## src/rtl/shr_pkg.sv

```systemverilog
package shr_pkg;
  localparam int DW        = 8;
  localparam int AW        = 8;
  localparam int NADDR     = 15;
  localparam int PCM_BASE  = 9;
  localparam int PCM_LEN   = 4;
  localparam int NSLOT     = NADDR + PCM_LEN;
  localparam int SW        = $clog2(NSLOT);
  localparam int TCTL_ADDR = 8;
  localparam int MCTL_ADDR = 13;

  // power-on contents of each storage slot
  function automatic logic [DW-1:0] slot_init(input int slot);
    if (slot == 0) return 8'h01;
    if (slot == PCM_BASE || slot == NADDR) return 8'h80;
    if (slot == MCTL_ADDR) return 8'h0A;
    return '0;
  endfunction
endpackage

```

## src/rtl/shr_decode.sv

```systemverilog
module shr_decode
  import shr_pkg::*;
#(
  parameter int A_W   = AW,
  parameter int S_W   = SW,
  parameter int N_ADR = NADDR,
  parameter int P_LO  = PCM_BASE,
  parameter int P_N   = PCM_LEN
) (
  input  logic [A_W-1:0] addr,
  input  logic           chan,
  output logic           hit,
  output logic [S_W-1:0] slot
);
  localparam int P_HI = P_LO + P_N;

  always_comb begin
    hit  = 1'b0;
    slot = '0;
    if (!chan) begin
      hit  = (int'(addr) < N_ADR);
      slot = S_W'(addr);
    end else begin
      hit  = (int'(addr) >= P_LO) && (int'(addr) < P_HI);
      slot = S_W'(int'(addr) - P_LO + N_ADR);
    end
  end
endmodule

```

## src/rtl/shr_regfile.sv

```systemverilog
module shr_regfile
  import shr_pkg::*;
#(
  parameter int D_W = DW,
  parameter int S_W = SW,
  parameter int N_S = NSLOT
) (
  input  logic             clk,
  input  logic             rst,
  input  logic             we,
  input  logic             re,
  input  logic             hit,
  input  logic [S_W-1:0]   slot,
  input  logic [D_W-1:0]   wdata,
  output logic [D_W-1:0]   rdata,
  output logic [N_S*D_W-1:0] image
);
  logic [D_W-1:0] q [N_S];

  for (genvar k = 0; k < N_S; k++) begin : g_slot
    always_ff @(posedge clk) begin
      if (rst)
        q[k] <= slot_init(k);
      else if (we && hit && slot == S_W'(k))
        q[k] <= wdata;
    end
    assign image[k*D_W +: D_W] = q[k];
  end

  always_ff @(posedge clk) begin
    if (rst)
      rdata <= '0;
    else if (re)
      rdata <= hit ? q[slot] : '1;
  end
endmodule

```

## src/rtl/shr_status.sv

```systemverilog
module shr_status
  import shr_pkg::*;
#(
  parameter int D_W = DW
) (
  input  logic           clk,
  input  logic           rst,
  input  logic           rd,
  input  logic [D_W-1:0] set,
  input  logic [D_W-1:0] tctl,
  input  logic [D_W-1:0] mctl,
  output logic [D_W-1:0] sdata,
  output logic [D_W-1:0] stat_q,
  output logic           irq
);
  logic [D_W-1:0] en;

  always_comb begin
    en      = '0;
    en[6:4] = ~tctl[6:4];
    en[3]   = ~(mctl[3] | mctl[2]);
  end

  always_ff @(posedge clk) begin
    if (rst) begin
      stat_q <= '0;
      sdata  <= '0;
    end else begin
      stat_q <= (rd ? '0 : stat_q) | set;
      if (rd) sdata <= stat_q;
    end
  end

  assign irq = |(stat_q & en);
endmodule

```

## src/rtl/snd_host_regs.sv

```systemverilog
module snd_host_regs
  import shr_pkg::*;
(
  input  logic                 clk,
  input  logic                 rst,
  input  logic                 addr_wr,
  input  logic                 bus_wr,
  input  logic                 bus_rd,
  input  logic                 bus_chan,
  input  logic [DW-1:0]        bus_din,
  output logic [DW-1:0]        bus_dout,
  input  logic                 stat_rd,
  output logic [DW-1:0]        stat_dout,
  input  logic [DW-1:0]        flag_set,
  output logic                 irq,
  output logic [NSLOT*DW-1:0]  reg_image
);
  logic [AW-1:0] addr_q;
  logic          hit;
  logic [SW-1:0] slot;
  logic [DW-1:0] stat_q;

  always_ff @(posedge clk) begin
    if (rst)          addr_q <= '0;
    else if (addr_wr) addr_q <= AW'(bus_din);
  end

  shr_decode u_dec (
    .addr (addr_q),
    .chan (bus_chan),
    .hit  (hit),
    .slot (slot)
  );

  shr_regfile u_rf (
    .clk   (clk),
    .rst   (rst),
    .we    (bus_wr),
    .re    (bus_rd),
    .hit   (hit),
    .slot  (slot),
    .wdata (bus_din),
    .rdata (bus_dout),
    .image (reg_image)
  );

  shr_status u_st (
    .clk    (clk),
    .rst    (rst),
    .rd     (stat_rd),
    .set    (flag_set),
    .tctl   (reg_image[TCTL_ADDR*DW +: DW]),
    .mctl   (reg_image[MCTL_ADDR*DW +: DW]),
    .sdata  (stat_dout),
    .stat_q (stat_q),
    .irq    (irq)
  );
endmodule

```

## config.mk

```make
export PLATFORM = sky130hd
export DESIGN_NAME = snd_host_regs
export DESIGN_NICKNAME = d
export VERILOG_FILES = /design/src/rtl/shr_pkg.sv /design/src/rtl/shr_decode.sv /design/src/rtl/shr_regfile.sv /design/src/rtl/shr_status.sv /design/src/rtl/snd_host_regs.sv
export SDC_FILE = /design/constraint.sdc
export NUM_CORES = 1
export LEC_CHECK = 0
export ABC_AREA = 0
export BUFFER_PORTS_ARGS = -buffer_cell sky130_fd_sc_hd__clkbuf_2
export CAP_MARGIN = 20
export CORE_ASPECT_RATIO = 2
export CORE_MARGIN = 4
export CORE_UTILIZATION = 49
export CTS_CLUSTER_SIZE = 20
export DETAILED_ROUTE_END_ITERATION = 10
export GPL_TIMING_DRIVEN = 0
export PLACE_DENSITY = 0.75
export SKIP_LAST_GASP = 1
export SYNTH_ARGS = -nofsm -noshare
export SYNTH_HDL_FRONTEND = slang
export SYNTH_HIERARCHICAL = 1
export SYNTH_SLANG_ARGS = --single-unit
```

## constraint.sdc

```tcl
create_clock -name clk -period 2.6 [get_ports clk]
set_input_delay 0.52 -clock clk [delete_from_list [all_inputs] [get_ports clk]]
set_output_delay 0.52 -clock clk [all_outputs]
set_load 0.005 [all_outputs]
```

# After elaboration in Yosys (flattened, before gate mapping)
# Memories as Yosys holds them, arrays and structs flattened.
# Index checks and enable logic that the tools add are counted.
# W data, S select, Z words.
[word_totals]
mem_count = 1
mem_bits_rw = 152
wordCells = 157
register_bits = 32
out_inout_bits = 169
[classes]
n_eq_ne = 18
add_sub_neg = 2
n_lt_le_gt_ge = 3
bitwise_logic = 24
muxes = 82
reduce_logical = 23
[memory_table]
columns = ["name", "words", "width", "rd", "rd_clocked_by_memory_dff", "wr", "line_no", "source"]
rows = [
  ["u_rf.q", 19, 8, 20, 0, 19, "shr_regfile.sv:18", "logic [D_W-1:0] q [N_S];"],
]
[ops]
columns = ["cell", "n"]
rows = [
  ["$mux W8", 21],
  ["$mux W1", 60],
  ["$eq A5 B4 Y1 const B", 8],
  ["$logic_and A1 B1 Y1", 21],
  ["$eq A5 B3 Y1 const B", 4],
  ["$or A1 B1 Y1", 20],
  ["$lt A8 B4 Y1 const B", 2],
  ["$eq A5 B5 Y1 const B", 3],
  ["$eq A5 B2 Y1 const B", 2],
  ["$and A8 B7 Y8", 1],
  ["$ge A8 B4 Y1 const B", 1],
  ["$or A8 B8 Y8", 1],
  ["$reduce_or A8 Y1", 1],
  ["$add A5 B5 Y5 const B", 1],
  ["$eq A5 B1 Y1 const B", 1],
  ["$logic_not A5 Y1", 1],
  ["$mux W5", 1],
  ["$sub A5 B4 Y5 const B", 1],
  ["$not A3 Y3", 1],
  ["$not A1 Y1", 1],
]

# Depth between registers and ports, before layout
[depth]
ltp_word = 9
mapped_depth = 10
mapped_depth_nobuf = 8

# Cells and area by module
# Netlist, hierarchy kept.
[modules_own_cells]
columns = ["mod", "instances", "seq_area_each_um2", "area_each_um2", "cells_per_inst"]
rows = [
  ["shr_regfile", 1, 4724.5, 7632.3, 576],
  ["shr_status", 1, 320.3, 605.6, 64],
  ["snd_host_regs", 1, 160.2, 285.3, 26],
  ["shr_decode", 1, 0.0, 122.6, 17],
]

# Least setup slack after synthesis
# No wires, ideal clock.
[synth_path]
path_kind = "register -> register"
from = "register addr_q[1]"
to = "memory u_rf/q[12][0] (netlist bit) (enable)"
t_required_ps = 2213
synth_period_minus_slack_ps = 2785
path_stages_with_launch = 9
setup_slack_ps = -185
setup_ps = 387
path_buffers = 2
t_arrival_ps = 2398
path_cell_list = "dfxtp_1 > inv_1 > ha_1 > nand2b_1 > xnor2_1 > buf_4 > nand4_1 > buf_2 > o31ai_1"
[synth_rtl]
columns = ["item", "line_no", "source"]
rows = [
  ["start, declared", "snd_host_regs.sv:18", "logic [AW-1:0] addr_q;"],
  ["start signal, assigned", "snd_host_regs.sv:25", "else if (addr_wr) addr_q <= AW'(bus_din);"],
  ["end, declared", "shr_regfile.sv:18", ""],
]

==> metrics <==
status=finished clean; core area=17270 um^2; synth top area cells=edfxtp_1 53%, and2_1 11%, mux2i_1 8.3%; Post-Syn Area=8646 um^2; most instantiated cells after synthesis=152 x edfxtp_1, 148 x and2_1, 72 x mux2i_1, 39 x nor2_1, 32 x dfxtp_1; first-pass GRT wire length=38730 um; reg-to-reg endpoint=u_rf/q[1][4]$_SDFFCE_PN0P_; H-tree lvl count=4; Yosys top cell area share=52.79%; crit path DAT=2.66 ns; total grt overflow=0; worst r2r src=addr_q[4]$_SDFFE_PP0P_; drt drc=0; hold slack=0.3022 ns; Detailed Routing Iterations Pass 1=5; DPL Wire Length=20660 um; Tightest Pin Transition=0.7230 ns; clock buffer count from CTS=17; Fin. Hold Viols=0; First DRT Iteration DRCs=517; area leader, netlist=edfxtp_1; post-placement cell area=9915 um^2; Die H=195.9 um; max incr delay on CP=0.56 ns; leakage=4.508 nW; Mapped Nets=707; Max Slew Vio Count=0; P&R area growth vs syn=24.72%; CTS Hold Buffers Added=0; clock net sink count=184; flop-to-flop setup slack=0.06 ns; IO Count=192; Register-to-Register Path Depth=6; largest net degree at the start of global routing=20; Crit Path Max Fanout=9; # Max-Cap Violations=0; CTS tree=built; WL/cell=23.24 um; Final setup viols=0; PwrDens=634.0 nW/um^2; Seq/Total Area, Yosys=60.20%; most common cell in the netlist=edfxtp_1; syn avg cell area=12.66 um^2; clk root buf=clkbuf_16; Tot Pwr=6.836 mW; Antenna diodes=0; Worst Path Required=2.72 ns; Initial Util=50.06%; Rel. slew slack=51.80%; final net count=932; total die area=19960 um^2; Routed WL=26280 um; Most used DFF post-synth=edfxtp_1; CP Class=flop to flop; min cycle time layout=2.536 ns; EDFF count, synth=152; worst-path cell chain=or4_4 -> a211oi_4 -> and3b_1 -> nand2_2 -> o21ai_2 -> buf_2; maximum vdd drop=0.4264 mV; row count=68; Worst setup EP type=flop; Yosys cell types=43; Ys Warns=6; Mapped Cells=683; min-delay worst type=primary input to flop; FFs w/ async S/R, synth=0%; vias in the first global route=6549; RD Place Congestion=0.9923; Setup crit end=u_rf/q[1][4]$_SDFFCE_PN0P_; fin area=10780 um^2; initial antenna violation count=0; Worst Setup SP=addr_q[4]$_SDFFE_PP0P_; CTS clock-pin slew for the worst setup and hold paths=0.07 ns; Vias=6392; fin crit share=97.55%; gr usage total=26.78%; PortBufs=189; Die Width=101.9 um; Fmax=0.3943 GHz; DRT antenna net count=0; clock tree buffer depth=2; FF+latch count, synth=184; share of cells above drive strength 1=34.64%; unrepaired setup endpoints after global routing=true; Worst-Skew Late Latency=0.43 ns; clk_skew=0.01045 ns; DR vias/cell=5.652; CP startpoint kind=flop; Critical Path Slowest Stage Cell=or4_4
layout by cell type (no fill, tap or decap), types with 8 or more instances in the layout:
cell type,instances
mux2i_1,72
a21oi_1,17
nand2_1,18
nor2_1,39
dfxtp_1,31
clkbuf_2,192
and2_1,148
clkbuf_16,18
clkbuf_1,11
inv_1,11
o21ai_1,8
a22oi_1,16
buf_4,12
edfxtp_1,152
a211oi_1,8
nand3_1,17
nand2b_1,21
buf_2,15
nor2_2,14
mux4_2,8
repair_timing:
| item | CTS | global route |
|---|---|---|
| endpoints found under the setup margin | 246 | 141 |
| gates resized for setup | 27 | 18 |
| hold endpoints to repair | 0 | 0 |
| pin swaps | 5 | 1 |
| buffers inserted | 8 | 2 |
stage by stage:
stage	utilization (%)	instances	setup TNS, ns	worst slack, ns
floorplan	-	683	-3.467	-0.1180
global placement	57.17	1082	-93.92	-0.9069
detailed placement	57.40	1090	-71.77	-0.8563
CTS	61.98	1129	-0.03558	-0.004976
global route	62.43	1131	-0.3145	-0.02296
finish	62.43	1131	0	0.06362
logic make-up (layout without fill, tap and decap cells):
kind of cell / Yosys count / count (layout) / share of synthesized area [%]
flip-flops: 184 / 184 / 60.20
AND/OR/NAND/NOR: 282 / 282 / 19.13
XOR/XNOR: 3 / 3 / 0.3040
buffers and inverters: 52 / 290 / 3.517
AO/OA/AOI/OAI: 81 / 81 / 6.281
adder cells (fa/ha/maj): 1 / 1 / 0.1447
multiplexers: 80 / 80 / 10.42
power by group:
part	switching [mW]	internal [mW]	total, mW
clock network	1.18	1.32	2.51
logic	0.559	0.359	0.918
registers	0.0946	3.32	3.41
layer usage:
metal | vias up | track usage (%) | part of all wire, %
met5 | - | 0 | 0
met4 | 0 | 14.65 | 5.3
met2 | 318 | 49.27 | 55
met3 | 71 | 5.196 | 7.1
li1 | 2905 | - | -
met1 | 3098 | 27.52 | 32
worst min-delay path by stage:
stage	depth (start not counted)	slack [ns]	to	start
floorplan	2	0.45	u_st/stat_q[0]$_SDFF_PP0_	u_st/stat_q[0]$_SDFF_PP0_
global placement	2	0.46	u_st/stat_q[2]$_SDFF_PP0_	u_st/stat_q[2]$_SDFF_PP0_
detailed placement	2	0.47	u_st/stat_q[2]$_SDFF_PP0_	u_st/stat_q[2]$_SDFF_PP0_
CTS	3	0.29	u_st/stat_q[1]$_SDFF_PP0_	flag_set[1]
global route	3	0.31	u_st/stat_q[0]$_SDFF_PP0_	flag_set[0]
finish	3	0.30	u_st/stat_q[1]$_SDFF_PP0_	flag_set[1]
worst max-delay path: cells and delay by family (launching register included):
kind,cells,cell delay (ns)
DFF,1,0.34
and+or+nand+nor,3,1.08
AOI/OAI and AO/OA,2,0.56
buffers and inverters,1,0.25
registers in the layout (all words and copies together), names as in the netlist:
| register | cells |
|---|---|
| addr_q | 8 |
| u_rf/rdata | 8 |
| u_st/stat_q | 8 |
| u_st/sdata | 8 |
| u_rf/q | 152 |
final cells by class:
type                       instances  area, um^2
fill                            1390        6489
timing repair buffer             207        1119
multi-input combinational        447        3317
inverter                          11       41.29
sequential                       184        5206
clock inverter                    14       127.6
buffer                            40       259.0
tap                              210       262.8
clock buffer                      18       450.4
No activity file was read; power rests on OpenSTA's default activity.
